==> src/rtl/mbx_pkg.sv <==
package mbx_pkg;
    // status byte bit positions, shared by both sides
    localparam int STAT_OUT_FULL = 0;
    localparam int STAT_IN_AVAIL = 1;
    localparam int STAT_OVERRUN  = 2;

    // strobe event indexes
    localparam int EV_HWR   = 0;
    localparam int EV_HRD   = 1;
    localparam int EV_HSTAT = 2;
    localparam int EV_DWR   = 3;
    localparam int EV_DRD   = 4;
    localparam int EV_DSTAT = 5;
    localparam int EV_COUNT = 6;

    // channel indexes
    localparam int CH_H2D = 0;
    localparam int CH_D2H = 1;
endpackage

==> src/rtl/mbx_edge.sv <==
module mbx_edge #(
    parameter int N = 6
) (
    input  logic         clk,
    input  logic         rst_n,
    input  logic [N-1:0] lvl,
    output logic [N-1:0] rise
);
    logic [N-1:0] prev_d, prev_q;

    always_comb begin
        prev_d = lvl;
        rise   = lvl & ~prev_q;
    end

    always_ff @(posedge clk) begin
        if (!rst_n) prev_q <= '0;
        else        prev_q <= prev_d;
    end
endmodule

==> src/rtl/mbx_channel.sv <==
module mbx_channel #(
    parameter int DATA_W = 8
) (
    input  logic              clk,
    input  logic              rst_n,
    input  logic              wr_evt,
    input  logic [DATA_W-1:0] wdata,
    input  logic              rd_evt,
    input  logic              stat_evt,
    output logic [DATA_W-1:0] data,
    output logic              full,
    output logic              ovr
);
    typedef struct packed {
        logic [DATA_W-1:0] data;
        logic              full;
        logic              ovr;
    } chan_t;

    chan_t st_d, st_q;

    always_comb begin
        st_d = st_q;
        if (stat_evt) st_d.ovr  = 1'b0;
        if (rd_evt)   st_d.full = 1'b0;
        if (wr_evt) begin
            st_d.data = wdata;
            st_d.full = 1'b1;
            if (st_q.full && !rd_evt) st_d.ovr = 1'b1;
        end
    end

    always_ff @(posedge clk) begin
        if (!rst_n) st_q <= '0;
        else        st_q <= st_d;
    end

    assign data = st_q.data;
    assign full = st_q.full;
    assign ovr  = st_q.ovr;
endmodule

==> src/rtl/cpu_mailbox.sv <==
module cpu_mailbox #(
    parameter int                DATA_W    = 8,
    parameter int                ADDR_W    = 8,
    parameter logic [ADDR_W-1:0] HOST_BASE = 8'h40
) (
    input  logic              clk,
    input  logic              rst_n,
    input  logic              h_cs,
    input  logic [ADDR_W-1:0] h_addr,
    input  logic              h_wr,
    input  logic              h_rd,
    input  logic [DATA_W-1:0] h_wdata,
    output logic [DATA_W-1:0] h_rdata,
    output logic              h_irq,
    input  logic              d_sel,
    input  logic              d_reg,
    input  logic              d_wr,
    input  logic              d_rd,
    input  logic [DATA_W-1:0] d_wdata,
    output logic [DATA_W-1:0] d_rdata
);
    import mbx_pkg::*;

    localparam int NCH = 2;

    typedef struct packed {
        logic irq;
    } top_t;

    logic                host_hit;
    logic [EV_COUNT-1:0] lvl, ev;
    logic [NCH-1:0]      wr_ev, rd_ev, st_ev, full, ovr;
    logic [DATA_W-1:0]   wd   [NCH];
    logic [DATA_W-1:0]   held [NCH];
    logic [DATA_W-1:0]   h_stat, d_stat;
    top_t                t_d, t_q;

    // host address decode: upper bits pick the instance, bit 0 the register
    assign host_hit = h_cs && (h_addr[ADDR_W-1:1] == HOST_BASE[ADDR_W-1:1]);

    always_comb begin
        lvl           = '0;
        lvl[EV_HWR]   = host_hit && h_wr && !h_addr[0];
        lvl[EV_HRD]   = host_hit && h_rd && !h_addr[0];
        lvl[EV_HSTAT] = host_hit && h_rd &&  h_addr[0];
        lvl[EV_DWR]   = d_sel && d_wr && !d_reg;
        lvl[EV_DRD]   = d_sel && d_rd && !d_reg;
        lvl[EV_DSTAT] = d_sel && d_rd &&  d_reg;
    end

    mbx_edge #(.N(EV_COUNT)) u_edge (
        .clk  (clk),
        .rst_n(rst_n),
        .lvl  (lvl),
        .rise (ev)
    );

    // per-direction wiring: sender write, receiver read, sender status read
    assign wr_ev[CH_H2D] = ev[EV_HWR];
    assign rd_ev[CH_H2D] = ev[EV_DRD];
    assign st_ev[CH_H2D] = ev[EV_HSTAT];
    assign wd[CH_H2D]    = h_wdata;
    assign wr_ev[CH_D2H] = ev[EV_DWR];
    assign rd_ev[CH_D2H] = ev[EV_HRD];
    assign st_ev[CH_D2H] = ev[EV_DSTAT];
    assign wd[CH_D2H]    = d_wdata;

    for (genvar c = 0; c < NCH; c++) begin : g_ch
        mbx_channel #(.DATA_W(DATA_W)) u_ch (
            .clk     (clk),
            .rst_n   (rst_n),
            .wr_evt  (wr_ev[c]),
            .wdata   (wd[c]),
            .rd_evt  (rd_ev[c]),
            .stat_evt(st_ev[c]),
            .data    (held[c]),
            .full    (full[c]),
            .ovr     (ovr[c])
        );
    end

    // host interrupt: raised by device post, dropped by host data read
    always_comb begin
        t_d = t_q;
        if (ev[EV_HRD]) t_d.irq = 1'b0;
        if (ev[EV_DWR]) t_d.irq = 1'b1;
    end

    always_ff @(posedge clk) begin
        if (!rst_n) t_q <= '0;
        else        t_q <= t_d;
    end

    assign h_irq = t_q.irq;

    always_comb begin
        h_stat                = '0;
        h_stat[STAT_OUT_FULL] = full[CH_H2D];
        h_stat[STAT_IN_AVAIL] = full[CH_D2H];
        h_stat[STAT_OVERRUN]  = ovr[CH_H2D];
        d_stat                = '0;
        d_stat[STAT_OUT_FULL] = full[CH_D2H];
        d_stat[STAT_IN_AVAIL] = full[CH_H2D];
        d_stat[STAT_OVERRUN]  = ovr[CH_D2H];
        h_rdata = host_hit ? (h_addr[0] ? h_stat : held[CH_D2H]) : '0;
        d_rdata = d_sel    ? (d_reg    ? d_stat : held[CH_H2D]) : '0;
    end
endmodule

==> config.mk <==
export PLATFORM = sky130hd
export DESIGN_NAME = cpu_mailbox
export DESIGN_NICKNAME = d
export VERILOG_FILES = /design/src/rtl/mbx_pkg.sv /design/src/rtl/mbx_edge.sv /design/src/rtl/mbx_channel.sv /design/src/rtl/cpu_mailbox.sv
export SDC_FILE = /design/constraint.sdc
export NUM_CORES = 1
export LEC_CHECK = 0
export BUFFER_PORTS_ARGS = -buffer_cell sky130_fd_sc_hd__buf_4
export CORE_UTILIZATION = 40
export CTS_CLUSTER_SIZE = 40
export DETAILED_ROUTE_END_ITERATION = 16
export PLACE_DENSITY = 0.71
export SYNTH_ARGS = -nofsm -noshare
export SYNTH_HDL_FRONTEND = slang
export SYNTH_SLANG_ARGS = --single-unit
==> constraint.sdc <==
create_clock -name clk -period 1.4 [get_ports clk]
set_input_delay 0.21 -clock clk [delete_from_list [all_inputs] [get_ports clk]]
set_output_delay 0.21 -clock clk [all_outputs]
set_load 0.01 [all_outputs]
==> run_results.csv, run 1 <==
group,metric,value,unit
sta,rsz0062_at_grt,"true",
grt,busiest_layer,"met2",
critical_path,cp-end-kind,"primary output",
pwr,pwr_density_cell,750,nW/µm²
route,routed_via_density,5.10,
logic_synthesis,yosysUniqueCellTypes,27,
critical_path,crit_chain,"buf_6, or4b_4, nor3_4, and2_4, buf_6",
critical_path,r2r_slack,0.20,ns
worst_hold_path,hold-path-cell-count,2,
logic_synthesis,synth_top_area_share,42.2,%
critical_path,r2r_start,"u_edge.prev_q[3]$_SDFF_PN0_",
critical_path,cp_slowest_stage_delay,0.55,ns
logic_synthesis,yosys_register_bits,26,
final_layout,finalInstanceArea,1750,µm²
final_layout,layout_common_cells,"48 x buf_4, 25 x dfxtp_1, 22 x mux2i_1",
sta,tns,-1.48,ns
grt,grt_pass1_vias,1093,
critical_path,path_class,"input pin to primary output",
die,rows,19,
placement,place_hpwl,2.03,mm
critical_path,cp.required,1.19,ns
grt,antenna_found_initial,0,
final_layout,instances_no_fill,212,
logic_synthesis,synth.area.top_cells,"dfxtp_1 42%, mux2i_1 18%, nor2b_1 6.6%, and2_1 5.6%, nand2_1 5.5%",
die,initial_utilization,43.6,%
pwr,p_leak,0.000747,µW
critical_path,cp-startpoint,"h_addr[1]",
grt,grt_remaining_overflow,0,
die,die_y,57.5,µm
route,via_count,1082,
cts,htree_levels,1,
grt,grt_use_met3,2.27,%
critical_path,crit_arrival,1.44,ns
cts,clk_path_buf_depth,2,
sta,slew_violations,0,
route,wl_per_cell,13.5,µm
worst_hold_path,min_from,"d_wr",
cts,cts.reportedPaths.clkPinSlew,0.14,ns
sta,worst_slack,-0.247,ns
die,die_x,57.5,µm
critical_path,crit_path_start_kind,"input pin",
grt,grt_use_met1,19.6,%
die,pin_count,50,
placement,dp_cells,205,
grt,grt_first_pass_wirelength,4.55,mm
route,ant_nets,0,
cts,cts_root_buf,"clkbuf_4",
critical_path,reg2reg_depth,4,
cts,clock_latency,0.31,ns
worst_hold_path,hold_path.class,"input pin to flip-flop",
critical_path,critPathMaxFanout,6,
die,core-area,2830,µm²
sta,worstMarginPinSlew,0.450,ns
final_layout,drive_gt1_share,39.2,%
cts,cts_tree,"yes",
critical_path,r2r-end,"g_ch[1].u_ch.data[7]$_SDFFE_PN0P_",
sta,finalCriticalPeriod,1.65,ns
placement,place_congestion,0.695,
placement,io_buffers,49,
logic_synthesis,syn_area,1230,µm²
cts,numCtsBuffers,3,
sta,final.period_utilization,118,%
route,drt_iter0_drc,23,
logic_synthesis,synth_fp_nets,162,
critical_path,cpMostUsedCell,"buf_6",
final_layout,n_fill_cell,244,
sta,setup_viol,14,
final_layout,n_antenna_cell,0,
sta,hold_slack,0.117,ns
sta,max_freq,607,MHz
grt,grt_usage,18.0,%
cts,numClockSinks,26,
run_status,violations,"design-rule violations, negative setup slack",
route,dr.pass1.iters,10,
route,drt_wl_total,2.86,mm
final_layout,syn_to_final_growth,42.0,%
critical_path,cp_slowest_cell,"or4b_4",
final_layout,final_net_count,215,
logic_synthesis,ys_warn_count,0,
sta,relSlewSlack,69.9,%
sta,hold_viol_final,0,
logic_synthesis,yosysSeqAreaShare,42.2,%
die,fp.dieArea,3310,µm²
route,drcViolationCount,4,
flow_run,cap_violations,0,
grt,use_met2,34.1,%
final_layout,utilization,61.9,%
grt,grt_max_degree,36,
sta,final.setup_skew,0.00198,ns
logic_synthesis,synth_top_area_cell,"dfxtp_1",
run_status,status,"finished with violations",
placement,placed_cell_area,1640,µm²
pwr,ir_drop,0.000526,V
final_layout,final_common_cell,"buf_4",
worst_hold_path,min_to,"u_edge.prev_q[3]$_SDFF_PN0_",
logic_synthesis,syn_area_per_cell,9.55,µm²
logic_synthesis,postSynthCellCount,129,
==> worst max path at each step <==
stage | endpoint | slack (ns) | depth (start not counted)
after floorplan | g_ch[0].u_ch.data[0]$_SDFFE_PN0P_ | -0.04 | 4
after global placement | h_rdata[4] | -0.26 | 5
after detailed placement | h_rdata[6] | -0.31 | 5
after CTS | h_rdata[6] | -0.21 | 5
after global routing | h_rdata[3] | -0.28 | 5
final | h_rdata[3] | -0.25 | 5
==> synthesized netlist by cell type (all sizes together) <==
cell type   n
a31o        1
a31oi       1
a32o        1
a41oi       1
and2       11
and3        4
and4        1
buf         2
clkbuf      6
dfxtp      26
inv         3
mux2i      22
nand2      18
nand2b      1
nand3       1
nand4       1
nand4b      1
nor2        5
nor2b      13
nor3        2
nor4        1
nor4b       2
nor4bb      1
o21a        2
or4b        2
==> per-layer routing <==
metal | part of all wire [%] | wire length [µm]
met1 | 41 | 1160
met2 | 53 | 1520
met3 | 4.9 | 140
met4 | 1.3 | 38
met5 | 0 | 0
==> worst max-delay path, delay by kind of cell <==
family / cells / cell delay, ns
buffers and inverters: 2 / 0.18
and+or+nand+nor: 3 / 1.03
==> flip-flops by register name (all words and copies together) (netlist names) <==
signal and count:
g_ch.u_ch.data 16, g_ch.u_ch.full 1, g_ch.u_ch.ovr 2, h_irq 1, u_edge.prev_q 6
==> power breakdown <==
group	total [µW]	internal [µW]	switching [µW]
clock	377	159	218
combinational	176	105	71.3
sequential	760	753	7.04
total	1310	1020	297
==> cells by family after synthesis <==
| family | after synthesis | share of synthesized area, % |
|---|---|---|
| DFF | 26 | 42.2 |
| buffers and inverters | 11 | 4.87 |
| AOI/OAI and AO/OA | 6 | 3.96 |
| and+or+nand+nor | 64 | 31.1 |
| muxes | 22 | 17.9 |
==> repair_timing <==
| action | CTS | global route |
|---|---|---|
| resized for setup | 6 | 7 |
| pin swaps | 6 | 7 |
| endpoints found under the hold margin | 0 | 0 |
| setup buffers | 2 | 1 |
| endpoints found under the setup margin | 5 | 17 |
| cloned | 0 | 0 |
| hold buffers | 0 | 0 |
==> cell type report <==
| class | instances | area, µm² | area share (%) |
|---|---|---|---|
| multi-input cells | 92 | 683 | 39.0 |
| flip-flops and latches | 26 | 522 | 29.8 |
| repair buffers | 56 | 459 | 26.2 |
| well taps | 31 | 38.8 | 2.22 |
| clock buffers | 4 | 36.3 | 2.07 |
| inverters | 3 | 11.3 | 0.643 |
==> per-stage QoR <==
| stage | total power, µW | worst slack (ns) |
|---|---|---|
| 2_1_floorplan | 850 | -0.0354 |
| 3_3_place_gp | 936 | -0.263 |
| 3_5_place_dp | 942 | -0.311 |
| 4_1_cts | 1330 | -0.215 |
| 5_1_grt | 1370 | -0.279 |
| 6_report | 1310 | -0.247 |
(Power assumes the default switching activity.)
==> run 2, diff against run 1 <==
GPL_ROUTABILITY_DRIVEN = 1   (was unset)
TNS_END_PERCENT = 30   (was unset)
==> run_results.csv, run 2 (synthesized netlist as in run 1, its figures left out) <==
group,metric,value,unit
grt,grt_use_met1,22.8,%
pwr,pwr_density_cell,722,nW/µm²
route,drt_wl_total,2.71,mm
grt,antenna_found_initial,0,
sta,worst_slack,-0.207,ns
route,routed_via_density,5.06,
final_layout,largest_reg_flops,16,
final_layout,final_common_cell,"buf_4",
critical_path,path_class,"input pin to primary output",
worst_hold_path,hold-path-cell-count,2,
grt,grt_first_pass_wirelength,4.36,mm
pwr,p_leak,0.000734,µW
pwr,switching_share,23.0,%
critical_path,critPathMaxFanout,6,
cts,cts.reportedPaths.clkPinSlew,0.13,ns
route,via_count,1068,
final_layout,layout_common_cells,"52 x buf_4, 26 x dfxtp_1, 22 x mux2i_1",
run_status,status,"finished with violations",
pwr,ir_drop,0.000462,V
die,initial_utilization,43.6,%
sta,worstMarginPinSlew,0.429,ns
sta,rsz0062_at_grt,"true",
pwr,p_switching,286,µW
cts,numCtsBuffers,3,
flow_run,cap_violations,0,
pwr,seqPwrFrac,61.1,%
cts,numClockSinks,26,
cts,htree_levels,1,
pwr,p_total,1240,µW
critical_path,cp-end-kind,"primary output",
cts,cts_root_buf,"clkbuf_4",
critical_path,crit_arrival,1.40,ns
pwr,p_clk_share,24.8,%
sta,slew_violations,0,
grt,grt_pass1_vias,975,
sta,finalCriticalPeriod,1.61,ns
final_layout,n_antenna_cell,0,
grt,grt_usage,17.3,%
route,ant_nets,0,
die,die_y,57.5,µm
critical_path,cp.required,1.19,ns
cts,cts_tree,"yes",
die,fp.dieArea,3310,µm²
pwr,internal_power,956,µW
route,dr.pass1.iters,10,
grt,grt_use_met3,1.59,%
placement,place_hpwl,2.00,mm
grt,grt_remaining_overflow,0,
final_layout,syn_to_final_growth,39.6,%
placement,io_buffers,49,
cts,clk_path_buf_depth,2,
sta,final.period_utilization,115,%
route,wl_per_cell,12.8,µm
run_status,violations,"design-rule violations, negative setup slack",
worst_hold_path,hold_path.class,"input pin to flip-flop",
die,die_x,57.5,µm
final_layout,n_fill_cell,257,
final_layout,instances_no_fill,211,
sta,relSlewSlack,71.3,%
final_layout,drive_gt1_share,38.3,%
die,rows,19,
critical_path,reg2reg_depth,4,
final_layout,final_net_count,215,
pwr,pwr-share-comb,14.1,%
die,core-area,2830,µm²
route,drt_iter0_drc,17,
sta,setup_viol,14,
die,pin_count,50,
placement,dp_cells,205,
sta,final.setup_skew,0.00359,ns
critical_path,crit_path_start_kind,"input pin",
sta,hold_viol_final,0,
cts,clock_latency,0.31,ns
placement,place_congestion,0.711,
sta,max_freq,622,MHz
route,drcViolationCount,4,
grt,busiest_layer,"met2",
grt,use_met2,28.4,%
grt,grt_max_degree,36,
==> run 2: cell types whose count changed in the layout (fill, tap and decap cells not counted), sizes merged <==
cell | previous run | this run
clkbuf | 4 | 3
==> run 2: critical path: stages <==
cell    delay [ns]
buf_6         0.09
or4b_4        0.55
nor3_4        0.26
and2_4        0.19
buf_6         0.09
==> run 2: what timing repair did <==
item	CTS	global route
setup endpoints to repair	6	18
hold buffers	0	0
gates resized for setup	5	3
gates cloned	0	0
setup buffers	2	1
pin swaps	5	4
==> run 2: per-stage QoR <==
stage | hold WS, ns | worst slack [ns] | TNS (ns) | area, µm² | util (%)
2_1_floorplan | 0.348 | -0.0354 | -0.297 | 1240 | -
3_3_place_gp | 0.438 | -0.266 | -3.60 | 1640 | 58.1
3_5_place_dp | 0.452 | -0.314 | -4.19 | 1640 | 58.1
4_1_cts | 0.116 | -0.201 | -1.31 | 1700 | 60.2
5_1_grt | 0.108 | -0.253 | -1.99 | 1720 | 60.8
6_report | 0.124 | -0.207 | -1.42 | 1720 | 60.8
==> run 2: area by class of cell <==
cell class | instances | area [µm²] | area share (%)
clock buffers | 3 | 22.5 | 1.31
inverters | 3 | 11.3 | 0.655
multi-input cells | 92 | 683 | 39.7
flip-flops and latches | 26 | 520 | 30.3
well taps | 31 | 38.8 | 2.25
repair buffers | 56 | 444 | 25.8
==> run 2: power by group through the flow <==
stage               Combinational [µW]  Clock, µW  Sequential (µW)
floorplan                         77.1          0              773
global placement                   161          0              774
detailed placement                 167          0              775
CTS                                172        319              759
global route                       191        347              760
finish                             175        308              759
==> run 2: path summary, 6_finish.rpt <==
path,start,end,slack [ns]
setup / recovery,h_addr[4],h_rdata[3],-0.21
hold / removal,h_wr,u_edge.prev_q[0]$_SDFF_PN0_,0.12
hold reg to reg,g_ch[0].u_ch.data[4]$_SDFFE_PN0P_,g_ch[0].u_ch.data[4]$_SDFFE_PN0P_,0.47
setup reg to reg,u_edge.prev_q[3]$_SDFF_PN0_,g_ch[1].u_ch.data[3]$_SDFFE_PN0P_,0.21
==> run 2: layer usage <==
| metal | share of wire, % | vias up |
|---|---|---|
| met1 | 48 | 499 |
| met5 | 0 | - |
| li1 | - | 542 |
| met4 | 1.3 | 0 |
| met3 | 3.9 | 2 |
| met2 | 47 | 25 |
